--- src/rtl/wfmt_pkg.sv ---
// Package: shared format code type for the word format converter.
// Assumes a 2-bit code; values 0..3 select the four layouts.
package wfmt_pkg;
    typedef enum logic [1:0] {
        FMT_HALF16 = 2'd0,  // two 16-bit halves per bus word
        FMT_RZEXT  = 2'd1,  // right aligned, zero extended
        FMT_RSEXT  = 2'd2,  // right aligned, sign extended
        FMT_LFILL  = 2'd3   // left aligned, low bits zero
    } fmt_e;
endpackage

--- src/rtl/wfmt_ctrl.sv ---
// Module: format code holder. Loads a new code only when both data paths
// are empty, and otherwise sets a sticky error. It raises stall during a
// write so that no transfer starts under a code that is about to change.
// Assumes cfg_wr is a single-cycle strobe from register logic.
module wfmt_ctrl
    import wfmt_pkg::*;
(
    input  logic clk,
    input  logic rst_n,
    input  logic cfg_wr,
    input  fmt_e cfg_fmt,
    input  logic tx_idle,
    input  logic rx_idle,
    output fmt_e fmt,
    output logic err,
    output logic stall
);
    fmt_e fmt_q;
    logic err_q;
    logic both_idle;

    assign both_idle = tx_idle && rx_idle;
    assign stall     = cfg_wr;
    assign fmt       = fmt_q;
    assign err       = err_q;

    // Purpose: accept or refuse a format write and keep the sticky error.
    always_ff @(posedge clk) begin
        if (!rst_n) begin
            fmt_q <= FMT_HALF16;
            err_q <= 1'b0;
        end else if (cfg_wr) begin
            if (both_idle) begin
                fmt_q <= cfg_fmt;
            end else begin
                err_q <= 1'b1;
            end
        end
    end

    // the code moves only after a write seen while both paths were empty
    a_r8_change_only_idle: assert property (@(posedge clk) disable iff (!rst_n)
        (fmt_q != $past(fmt_q)) |-> $past(cfg_wr && tx_idle && rx_idle));

    // a refused write leaves the code alone and raises the flag
    a_r9_busy_write_ignored: assert property (@(posedge clk) disable iff (!rst_n)
        (cfg_wr && !(tx_idle && rx_idle)) |=> (fmt_q == $past(fmt_q)) && err_q);

    // the flag only clears at reset
    a_r9_err_sticky: assert property (@(posedge clk) disable iff (!rst_n)
        err_q |=> err_q);
endmodule

--- src/rtl/wfmt_tx.sv ---
// Module: outbound path, processor words to bus words. In the half-word
// format it parks the low half of the first word and sends a bus word
// with the second. Otherwise it maps each word by alignment and
// extension. There is one registered output slot.
// Assumes BUS_W is even, BUS_W/2 <= WORD_W < BUS_W.
module wfmt_tx
    import wfmt_pkg::*;
#(
    parameter int WORD_W = 24,
    parameter int BUS_W  = 32
) (
    input  logic              clk,
    input  logic              rst_n,
    input  fmt_e              fmt,
    input  logic              stall,
    input  logic              w_valid,
    output logic              w_ready,
    input  logic [WORD_W-1:0] w_data,
    output logic              b_valid,
    input  logic              b_ready,
    output logic [BUS_W-1:0]  b_data,
    output logic              idle
);
    localparam int HALF_W = BUS_W / 2;
    localparam int EXT_W  = BUS_W - WORD_W;

    logic              half_vld;
    logic [HALF_W-1:0] half_q;
    logic              out_vld;
    logic [BUS_W-1:0]  out_q;
    logic              slot_free;
    logic              is_pack;
    logic              accept;
    logic              emit;
    logic [BUS_W-1:0]  next_word;

    // Purpose: place a single word on the bus per the aligned formats.
    function automatic logic [BUS_W-1:0] map_word(input fmt_e f, input logic [WORD_W-1:0] w);
        logic [BUS_W-1:0] r;
        case (f)
            FMT_RZEXT: r = {{EXT_W{1'b0}}, w};
            FMT_RSEXT: r = {{EXT_W{w[WORD_W-1]}}, w};
            FMT_LFILL: r = {w, {EXT_W{1'b0}}};
            default:   r = '0;
        endcase
        return r;
    endfunction

    assign is_pack   = (fmt == FMT_HALF16);
    assign slot_free = !out_vld || b_ready;
    assign w_ready   = !stall && (is_pack ? (!half_vld || slot_free) : slot_free);
    assign accept    = w_valid && w_ready;
    assign emit      = accept && (!is_pack || half_vld);
    assign idle      = !out_vld && !half_vld;
    assign b_valid   = out_vld;
    assign b_data    = out_q;

    // Purpose: choose the bus word built from the incoming processor word.
    always_comb begin
        if (is_pack) begin
            next_word = {w_data[HALF_W-1:0], half_q};
        end else begin
            next_word = map_word(fmt, w_data);
        end
    end

    // Purpose: hold the parked first half in the half-word format.
    always_ff @(posedge clk) begin
        if (!rst_n) begin
            half_vld <= 1'b0;
            half_q   <= '0;
        end else if (accept && is_pack) begin
            half_vld <= !half_vld;
            if (!half_vld) begin
                half_q <= w_data[HALF_W-1:0];
            end
        end
    end

    // Purpose: fill the output slot on emit, empty it when the bus takes it.
    always_ff @(posedge clk) begin
        if (!rst_n) begin
            out_vld <= 1'b0;
            out_q   <= '0;
        end else if (emit) begin
            out_vld <= 1'b1;
            out_q   <= next_word;
        end else if (b_ready) begin
            out_vld <= 1'b0;
        end
    end

    // a stalled bus word stays valid and unchanged
    a_r10_tx_hold: assert property (@(posedge clk) disable iff (!rst_n)
        (b_valid && !b_ready) |=> (b_valid && $stable(b_data)));

    // a completing word shows on the bus one edge later
    a_r11_tx_latency: assert property (@(posedge clk) disable iff (!rst_n)
        (w_valid && w_ready && (!is_pack || half_vld)) |=> b_valid);

    // a parked half exists only in the half-word format
    a_r2_half_only_pack: assert property (@(posedge clk) disable iff (!rst_n)
        half_vld |-> is_pack);

    // zero-extended words carry no upper bits
    a_r3_tx_zext_top: assert property (@(posedge clk) disable iff (!rst_n)
        (b_valid && fmt == FMT_RZEXT) |-> (b_data[BUS_W-1:WORD_W] == '0));

    // sign-extended words repeat the word's top bit
    a_r4_tx_sext_top: assert property (@(posedge clk) disable iff (!rst_n)
        (b_valid && fmt == FMT_RSEXT) |-> (b_data[BUS_W-1:WORD_W] == {EXT_W{b_data[WORD_W-1]}}));

    // left-aligned words carry no low bits
    a_r5_tx_lfill_low: assert property (@(posedge clk) disable iff (!rst_n)
        (b_valid && fmt == FMT_LFILL) |-> (b_data[EXT_W-1:0] == '0));
endmodule

--- src/rtl/wfmt_rx.sv ---
// Module: inbound path, bus words to processor words. Holds one bus word.
// In the half-word format it sends the low half, then the high half.
// Otherwise it sends one word taken from the aligned field.
// Assumes the same width limits as the outbound path.
module wfmt_rx
    import wfmt_pkg::*;
#(
    parameter int WORD_W = 24,
    parameter int BUS_W  = 32
) (
    input  logic              clk,
    input  logic              rst_n,
    input  fmt_e              fmt,
    input  logic              stall,
    input  logic              b_valid,
    output logic              b_ready,
    input  logic [BUS_W-1:0]  b_data,
    output logic              w_valid,
    input  logic              w_ready,
    output logic [WORD_W-1:0] w_data,
    output logic              idle
);
    localparam int HALF_W = BUS_W / 2;
    localparam int EXT_W  = BUS_W - WORD_W;
    localparam int PAD_W  = WORD_W - HALF_W;

    logic             hold_vld;
    logic [BUS_W-1:0] hold_q;
    logic             second;
    logic             last;
    logic             is_pack;

    assign is_pack = (fmt == FMT_HALF16);
    assign last    = !is_pack || second;
    assign b_ready = !stall && (!hold_vld || (w_ready && last));
    assign w_valid = hold_vld;
    assign idle    = !hold_vld;

    // Purpose: pick the processor word out of the held bus word.
    always_comb begin
        case (fmt)
            FMT_HALF16: w_data = second ? {{PAD_W{1'b0}}, hold_q[BUS_W-1:HALF_W]}
                                        : {{PAD_W{1'b0}}, hold_q[HALF_W-1:0]};
            FMT_LFILL:  w_data = hold_q[BUS_W-1:EXT_W];
            default:    w_data = hold_q[WORD_W-1:0];
        endcase
    end

    // Purpose: load a bus word, step through its halves, release it when done.
    always_ff @(posedge clk) begin
        if (!rst_n) begin
            hold_vld <= 1'b0;
            hold_q   <= '0;
            second   <= 1'b0;
        end else if (b_valid && b_ready) begin
            hold_vld <= 1'b1;
            hold_q   <= b_data;
            second   <= 1'b0;
        end else if (hold_vld && w_ready) begin
            if (last) begin
                hold_vld <= 1'b0;
                second   <= 1'b0;
            end else begin
                second   <= 1'b1;
            end
        end
    end

    // a stalled processor word stays valid and unchanged
    a_r10_rx_hold: assert property (@(posedge clk) disable iff (!rst_n)
        (w_valid && !w_ready) |=> (w_valid && $stable(w_data)));

    // an accepted bus word yields a valid word one edge later
    a_r11_rx_latency: assert property (@(posedge clk) disable iff (!rst_n)
        (b_valid && b_ready) |=> w_valid);

    // the second-half step exists only in the half-word format
    a_r6_second_only_pack: assert property (@(posedge clk) disable iff (!rst_n)
        second |-> (is_pack && hold_vld));

    // after the first half is taken the second half follows
    a_r6_first_then_second: assert property (@(posedge clk) disable iff (!rst_n)
        (hold_vld && is_pack && !second && w_ready && !b_valid) |=> (hold_vld && second));
endmodule

--- src/rtl/wfmt_conv.sv ---
// Module: top of the 24/32-bit word format converter. Ties the format
// holder to the outbound and inbound paths. Assumes a single clock and
// synchronous active-low reset.
module wfmt_conv
    import wfmt_pkg::*;
#(
    parameter int WORD_W = 24,
    parameter int BUS_W  = 32
) (
    input  logic              clk,
    input  logic              rst_n,
    input  logic              cfg_wr,
    input  logic [1:0]        cfg_fmt,
    output logic [1:0]        fmt_cur,
    output logic              fmt_err,
    input  logic              tx_word_valid,
    output logic              tx_word_ready,
    input  logic [WORD_W-1:0] tx_word_data,
    output logic              tx_bus_valid,
    input  logic              tx_bus_ready,
    output logic [BUS_W-1:0]  tx_bus_data,
    input  logic              rx_bus_valid,
    output logic              rx_bus_ready,
    input  logic [BUS_W-1:0]  rx_bus_data,
    output logic              rx_word_valid,
    input  logic              rx_word_ready,
    output logic [WORD_W-1:0] rx_word_data
);
    fmt_e fmt;
    logic stall;
    logic tx_idle;
    logic rx_idle;

    assign fmt_cur = fmt;

    wfmt_ctrl u_ctrl (
        .clk     (clk),
        .rst_n   (rst_n),
        .cfg_wr  (cfg_wr),
        .cfg_fmt (fmt_e'(cfg_fmt)),
        .tx_idle (tx_idle),
        .rx_idle (rx_idle),
        .fmt     (fmt),
        .err     (fmt_err),
        .stall   (stall)
    );

    wfmt_tx #(.WORD_W(WORD_W), .BUS_W(BUS_W)) u_tx (
        .clk     (clk),
        .rst_n   (rst_n),
        .fmt     (fmt),
        .stall   (stall),
        .w_valid (tx_word_valid),
        .w_ready (tx_word_ready),
        .w_data  (tx_word_data),
        .b_valid (tx_bus_valid),
        .b_ready (tx_bus_ready),
        .b_data  (tx_bus_data),
        .idle    (tx_idle)
    );

    wfmt_rx #(.WORD_W(WORD_W), .BUS_W(BUS_W)) u_rx (
        .clk     (clk),
        .rst_n   (rst_n),
        .fmt     (fmt),
        .stall   (stall),
        .b_valid (rx_bus_valid),
        .b_ready (rx_bus_ready),
        .b_data  (rx_bus_data),
        .w_valid (rx_word_valid),
        .w_ready (rx_word_ready),
        .w_data  (rx_word_data),
        .idle    (rx_idle)
    );
endmodule

--- config.mk ---
export PLATFORM = sky130hd
export DESIGN_NAME = wfmt_conv
export DESIGN_NICKNAME = d
export VERILOG_FILES = /design/src/rtl/wfmt_pkg.sv /design/src/rtl/wfmt_ctrl.sv /design/src/rtl/wfmt_tx.sv /design/src/rtl/wfmt_rx.sv /design/src/rtl/wfmt_conv.sv
export SDC_FILE = /design/constraint.sdc
export NUM_CORES = 1
export LEC_CHECK = 0
export BUFFER_PORTS_ARGS = -buffer_cell sky130_fd_sc_hd__buf_2
export CAP_MARGIN = 40
export CORE_MARGIN = 3
export CORE_UTILIZATION = 51
export DETAILED_ROUTE_END_ITERATION = 7
export PLACE_DENSITY = 0.82
export SLEW_MARGIN = 20
export SYNTH_ARGS = -nofsm -noshare
export SYNTH_HDL_FRONTEND = slang
export SYNTH_SLANG_ARGS = --single-unit
--- constraint.sdc ---
create_clock -name clk -period 2 [get_ports clk]
set_input_delay 0.1 -clock clk [delete_from_list [all_inputs] [get_ports clk]]
set_output_delay 0.1 -clock clk [all_outputs]
set_load 0.005 [all_outputs]
==> results.py, run 1 <==
metrics = {
    "status": {
        "outcome": "completed",
    },
    "timing": {
        "drv_slew": 0,
        "skew_ns": 0.01030,
        "relSlewSlack": 0.6070,
        "period_minus_slack_ns": 1.908,
        "fin_crit_sh": 0.9539,
        "setup_viol": 0,
        "hold_viol": 0,
        "tightestPinTransition_ns": 0.5895,
        "max_freq_mhz": 524.2,
    },
    "synthesis": {
        "synth_edf_count": 0,
        "syn_nets": 595,
        "ys_ff_latch": 87,
        "syn_avg_cell_area_um2": 7.967,
        "async_reset_ff_frac": 0,
        "ys_types": 33,
        "synthFlopType": "dfxtp_1",
        "synthCells": 525,
        "synth_area_leader_cell": "dfxtp_1",
        "yosys_warnings": 0,
        "yosys-top-cells-area": "dfxtp_1, nand2_1, mux2i_1",
        "synth_most_common_cell": "nand2_1",
        "yosys.area.top_type_share": 0.4164,
        "synthTopCellsByCount": "nand2_1, dfxtp_1, o21ai_0",
        "syn_area_um2": 4183,
        "synth.yosys.seq_area_share": 0.4164,
    },
    "critical_path": {
        "cp-start-kind": "flip-flop",
        "critPathKind": "flip-flop to output pin",
        "crit_path_end_kind": "output pin",
        "critPathMaxFanout": 8,
        "r2r_setup_slack_ns": 0.16,
        "critPathRequiredTime_ns": 1.90,
        "worstPathArrival_ns": 1.81,
    },
    "grt": {
        "grt_antenna_before_repair": 0,
        "grt_usage": 0.2460,
        "grt_pass1_wl_um": 18150,
        "grt_pass1_vias": 3979,
        "grt_start_max_net_pins": 67,
        "overflow": 0,
    },
    "place": {
        "portBuffers": 127,
        "dpl-instance-area_um2": 4847,
        "hpwl_um": 7830,
        "gp_congestion": 0.8630,
        "dp_cells": 722,
    },
    "drt": {
        "viasPerCell": 5.738,
        "first_pass_iters": 5,
        "avgRoutedWirePerCell_um": 15.81,
        "drtIter0Drc": 220,
        "ant_nets": 0,
        "vias": 4298,
        "drc_errors": 0,
        "route.final.wire_length_um": 11840,
    },
    "cts": {
        "h-tree-depth": 3,
        "numClockSinks": 87,
        "clkLatencyLatePin_ns": 0.34,
        "clkSlewWorstSetupHoldPaths_ns": 0.09,
        "root_buffer": "clkbuf_8",
        "clock_path_buffers": 2,
        "cts_tree": "built",
        "numCtsBuffers": 9,
    },
    "floorplan": {
        "die_x_um": 96.56,
        "fp.dieArea_um2": 9324,
        "std_cell_rows": 32,
        "io_pins": 128,
        "coreArea_um2": 7848,
        "die_h_um": 96.56,
        "start_util": 0.5330,
    },
    "final_layout": {
        "drive_above_1_share": 0.2566,
        "finish.instance_area_um2": 5228,
        "final_cells": 749,
        "final_nets": 715,
        "n_antenna_cell": 0,
        "area_growth_pct": 24.98,
    },
    "run": {
        "drv_cap": 0,
    },
    "pwr": {
        "ir_drop_mv": 0.4104,
        "p_leak_nw": 2.216,
        "cellPowerDensity_nw_per_um2": 746.8,
        "totalPowerFinal_mw": 3.904,
    },
    "hold_path": {
        "hold_path.class": "input port to flip-flop",
    },
}
==> critical path: stages, from the launching register on <==
cell     delay (ns)
dfxtp_1        0.32
inv_1          0.11
ha_2           0.31
or2b_2         0.39
nand2_1        0.09
o21ai_0        0.10
buf_2          0.15
==> power by group <==
part | switching (mW) | internal, mW | leakage (nW)
logic | 0.383 | 0.295 | 1.40
registers | 0.0667 | 1.84 | 0.710
clock network | 0.601 | 0.723 | 0.105
==> timing repair <==
item	in CTS	in global routing
pin swaps	0	0
hold buffers	12	0
setup buffers	0	0
endpoints found under the setup margin	16	35
gates cloned	0	2
endpoints found under the hold margin	12	0
resized for setup	3	4
==> state kept, by name (all words and copies together) (netlist names) <==
register       cells
u_ctrl.err         1
u_ctrl.fmt         2
u_rx.hold_q       32
u_rx.second        1
u_rx.w_valid       1
u_tx.b_data       32
u_tx.b_valid       1
u_tx.half_q       16
u_tx.half_vld      1
==> final cells by class <==
type                    instances  area [um^2]
fillers                       683         2620
clock inverters                 3        68.82
well taps                     102        127.6
clock buffers                  10        137.6
repair buffers                155        934.6
inverters                       4        15.01
flip-flops and latches         87         1742
multi-input cells             388         2202
==> cell usage in the layout, fill, tap and decap left out, types with 4 or more instances in the layout <==
cell	count
mux2i_1	32
buf_4	11
a22oi_1	40
buf_2	127
a21boi_0	20
nand2_1	157
nor2_1	4
dfxtp_1	87
o21ai_0	55
inv_1	4
a31oi_1	17
dlygate4sd3_1	12
a21oi_1	33
clkbuf_8	10
ha_1	4
==> path summary, 6_finish.rpt <==
kind	startpoint	to	cells past startpoint
hold / removal	rx_bus_data[13]	u_rx.hold_q[13]	3
setup reg to reg	u_ctrl.fmt[1]	u_tx.b_data[22]	8
hold reg to reg	u_rx.hold_q[6]	u_rx.hold_q[6]	2
setup / recovery	u_ctrl.fmt[1]	rx_word_data[13]	6
==> cells by family after synthesis <==
family / Yosys count / share of synthesized area
DFF: 87 / 0.4164
AOI/OAI and AO/OA: 168 / 0.2432
muxes: 32 / 0.07658
and+or+nand+nor: 182 / 0.1843
adders and majority gates: 5 / 0.01496
buffers and inverters: 51 / 0.06461
==> layer usage <==
layer / routed length (um) / global-route usage
met4: 273 / 0.09463
met5: 0 / 0
met3: 1067 / 0.05809
met1: 4723 / 0.3003
met2: 5777 / 0.4190
==> stage by stage <==
| stage | setup WS, ns | hold WS, ns | setup TNS [ns] | utilization |
|---|---|---|---|---|
| final | 0.09224 | 0.00002859 | 0 | 0.6661 |
| after global routing | -0.005513 | 0.007458 | -0.005513 | 0.6661 |
| after CTS | 0.01348 | 0.0003567 | 0 | 0.6599 |
| after detailed placement | 0.1528 | 0.3542 | 0 | 0.6177 |
| after global placement | 0.2632 | 0.3488 | 0 | 0.6177 |
| after floorplan | 0.2454 | 0.2278 | 0 | - |
No activity file was read; power rests on OpenSTA's default activity.
==> run 2: changes to the inputs <==
--- a/config.mk
+++ b/config.mk
@@ -7,10 +7,9 @@
 export LEC_CHECK = 0
 export BUFFER_PORTS_ARGS = -buffer_cell sky130_fd_sc_hd__buf_2
 export CAP_MARGIN = 40
-export CORE_MARGIN = 3
 export CORE_UTILIZATION = 51
 export DETAILED_ROUTE_END_ITERATION = 7
-export PLACE_DENSITY = 0.82
+export PLACE_DENSITY = 0.75
 export SLEW_MARGIN = 20
 export SYNTH_ARGS = -nofsm -noshare
 export SYNTH_HDL_FRONTEND = slang
==> results.py, run 2 (synthesized netlist as in run 1, its figures left out) <==
metrics = {
    "cts": {
        "clkSlewWorstSetupHoldPaths_ns": 0.08,
        "numCtsBuffers": 9,
        "h-tree-depth": 3,
        "clock_path_buffers": 2,
        "root_buffer": "clkbuf_8",
        "cts_tree": "built",
        "clkLatencyLatePin_ns": 0.34,
        "numClockSinks": 87,
    },
    "timing": {
        "relSlewSlack": 0.5455,
        "worst_slack_ns": 0.07814,
        "skew_ns": 0.008203,
        "fin_crit_sh": 0.9609,
        "max_freq_mhz": 520.3,
        "tightestPinTransition_ns": 0.6817,
        "rsz0062_at_grt": "no",
        "period_minus_slack_ns": 1.922,
        "hold_viol": 0,
        "final.setup.tns_ns": 0,
        "setup_viol": 0,
        "drv_slew": 0,
        "worst_hold_slack_ns": 0.005412,
    },
    "pwr": {
        "ir_drop_mv": 0.3731,
        "p_int_mw": 2.745,
        "p_sw_frac": 0.2708,
        "cellPowerDensity_nw_per_um2": 733.6,
        "power.share.combinational": 0.175,
        "pwr-share-seq": 0.505,
        "switching_power_mw": 1.019,
        "p_leak_nw": 2.165,
        "totalPowerFinal_mw": 3.764,
        "clkPwrFrac": 0.320,
    },
    "place": {
        "portBuffers": 127,
        "dp_cells": 720,
        "hpwl_um": 7417,
        "dpl-instance-area_um2": 4847,
        "pre_cts_ws_ns": 0.1462,
        "gp_congestion": 0.8018,
    },
    "grt": {
        "grt.busiest_layer": "met2",
        "grt_usage": 0.2663,
        "grt_pass1_wl_um": 18240,
        "grt_start_max_net_pins": 65,
        "grt_pass1_vias": 3807,
        "met3_usage": 0.05501,
        "grt_antenna_before_repair": 0,
        "met2_usage": 0.4414,
        "grt_util_met1": 0.3359,
        "overflow": 0,
    },
    "final_layout": {
        "finish.instance_area_um2": 5130,
        "drive_above_1_share": 0.2539,
        "final_cell_mix": "nand2_1, buf_2, dfxtp_1",
        "area_growth_pct": 22.64,
        "n_antenna_cell": 0,
        "final_cells": 740,
        "layout_commonest_cell": "nand2_1",
        "final_nets": 706,
        "utilization": 0.6537,
    },
    "floorplan": {
        "die_x_um": 92.56,
        "fp.dieArea_um2": 8567,
        "die_h_um": 92.56,
        "coreArea_um2": 7848,
        "io_pins": 128,
        "std_cell_rows": 32,
        "start_util": 0.5330,
    },
    "run": {
        "drv_cap": 0,
    },
    "critical_path": {
        "worstPathArrival_ns": 1.82,
        "crit_path_end_kind": "output pin",
        "cp-start-kind": "flip-flop",
        "critPathMaxFanout": 16,
        "critPathKind": "flip-flop to output pin",
        "critPathRequiredTime_ns": 1.90,
    },
    "status": {
        "outcome": "completed",
    },
    "drt": {
        "route.final.wire_length_um": 11270,
        "vias": 4125,
        "viasPerCell": 5.574,
        "avgRoutedWirePerCell_um": 15.23,
        "drtIter0Drc": 195,
        "first_pass_iters": 6,
        "ant_nets": 0,
        "drc_errors": 0,
    },
    "hold_path": {
        "hold_path.class": "input port to flip-flop",
    },
}
==> run 2: cell types whose count changed in the layout (fill, tap and decap cells not counted), sizes merged <==
| cell | change |
|---|---|
| buf | -2 |
| bufinv | -1 |
| clkbuf | +1 |
| dlygate4sd3 | -6 |
| inv | -1 |
==> run 2: layout make-up <==
type,instances,area (um^2)
flip-flops and latches,87,1742
clock buffers,12,155.1
fillers,693,2718
clock inverters,1,30.03
well taps,102,127.6
multi-input cells,388,2215
repair buffers,146,845.8
inverters,4,15.01
==> run 2: worst paths after layout <==
check / from / endpoint / slack (ns) / cells after the start
min reg2reg: u_tx.half_q[0] / u_tx.half_q[0] / 0.47 / 2
min: rx_bus_data[18] / u_rx.hold_q[18] / 0.005 / 3
max: u_ctrl.fmt[0] / rx_word_data[5] / 0.08 / 7
max reg2reg: u_ctrl.fmt[1] / u_tx.half_q[12] / 0.20 / 6
==> run 2: power groups by stage <==
stage	Clock, mW	Combinational (mW)	Sequential, mW
5_1_grt	1.29	0.732	1.91
3_5_place_dp	0	0.622	1.94
2_1_floorplan	0	0.380	1.93
4_1_cts	1.22	0.638	1.90
6_report	1.20	0.660	1.90
3_3_place_gp	0	0.609	1.93
==> run 2: repair_timing <==
action | in CTS | in global routing
gates resized for setup | 3 | 5
cloned | 0 | 1
pin swaps | 0 | 0
hold buffers | 6 | 0
hold endpoints to repair | 6 | 0
endpoints found under the setup margin | 16 | 10
setup buffers | 0 | 0
==> run 2: worst max-delay path: stages (launching register included) <==
cell and delay, ns:
dfxtp_1 0.31, inv_1 0.15, ha_4 0.21, and2_1 0.13, buf_4 0.21, a22oi_2 0.09, o21ai_0 0.22, buf_2 0.16
==> run 2: routing by layer <==
metal / routed length (um) / vias to the layer above
met2: 5384 / 161
li1: - / 2034
met1: 4742 / 1907
met4: 279 / 0
met5: 0 / -
met3: 860 / 23
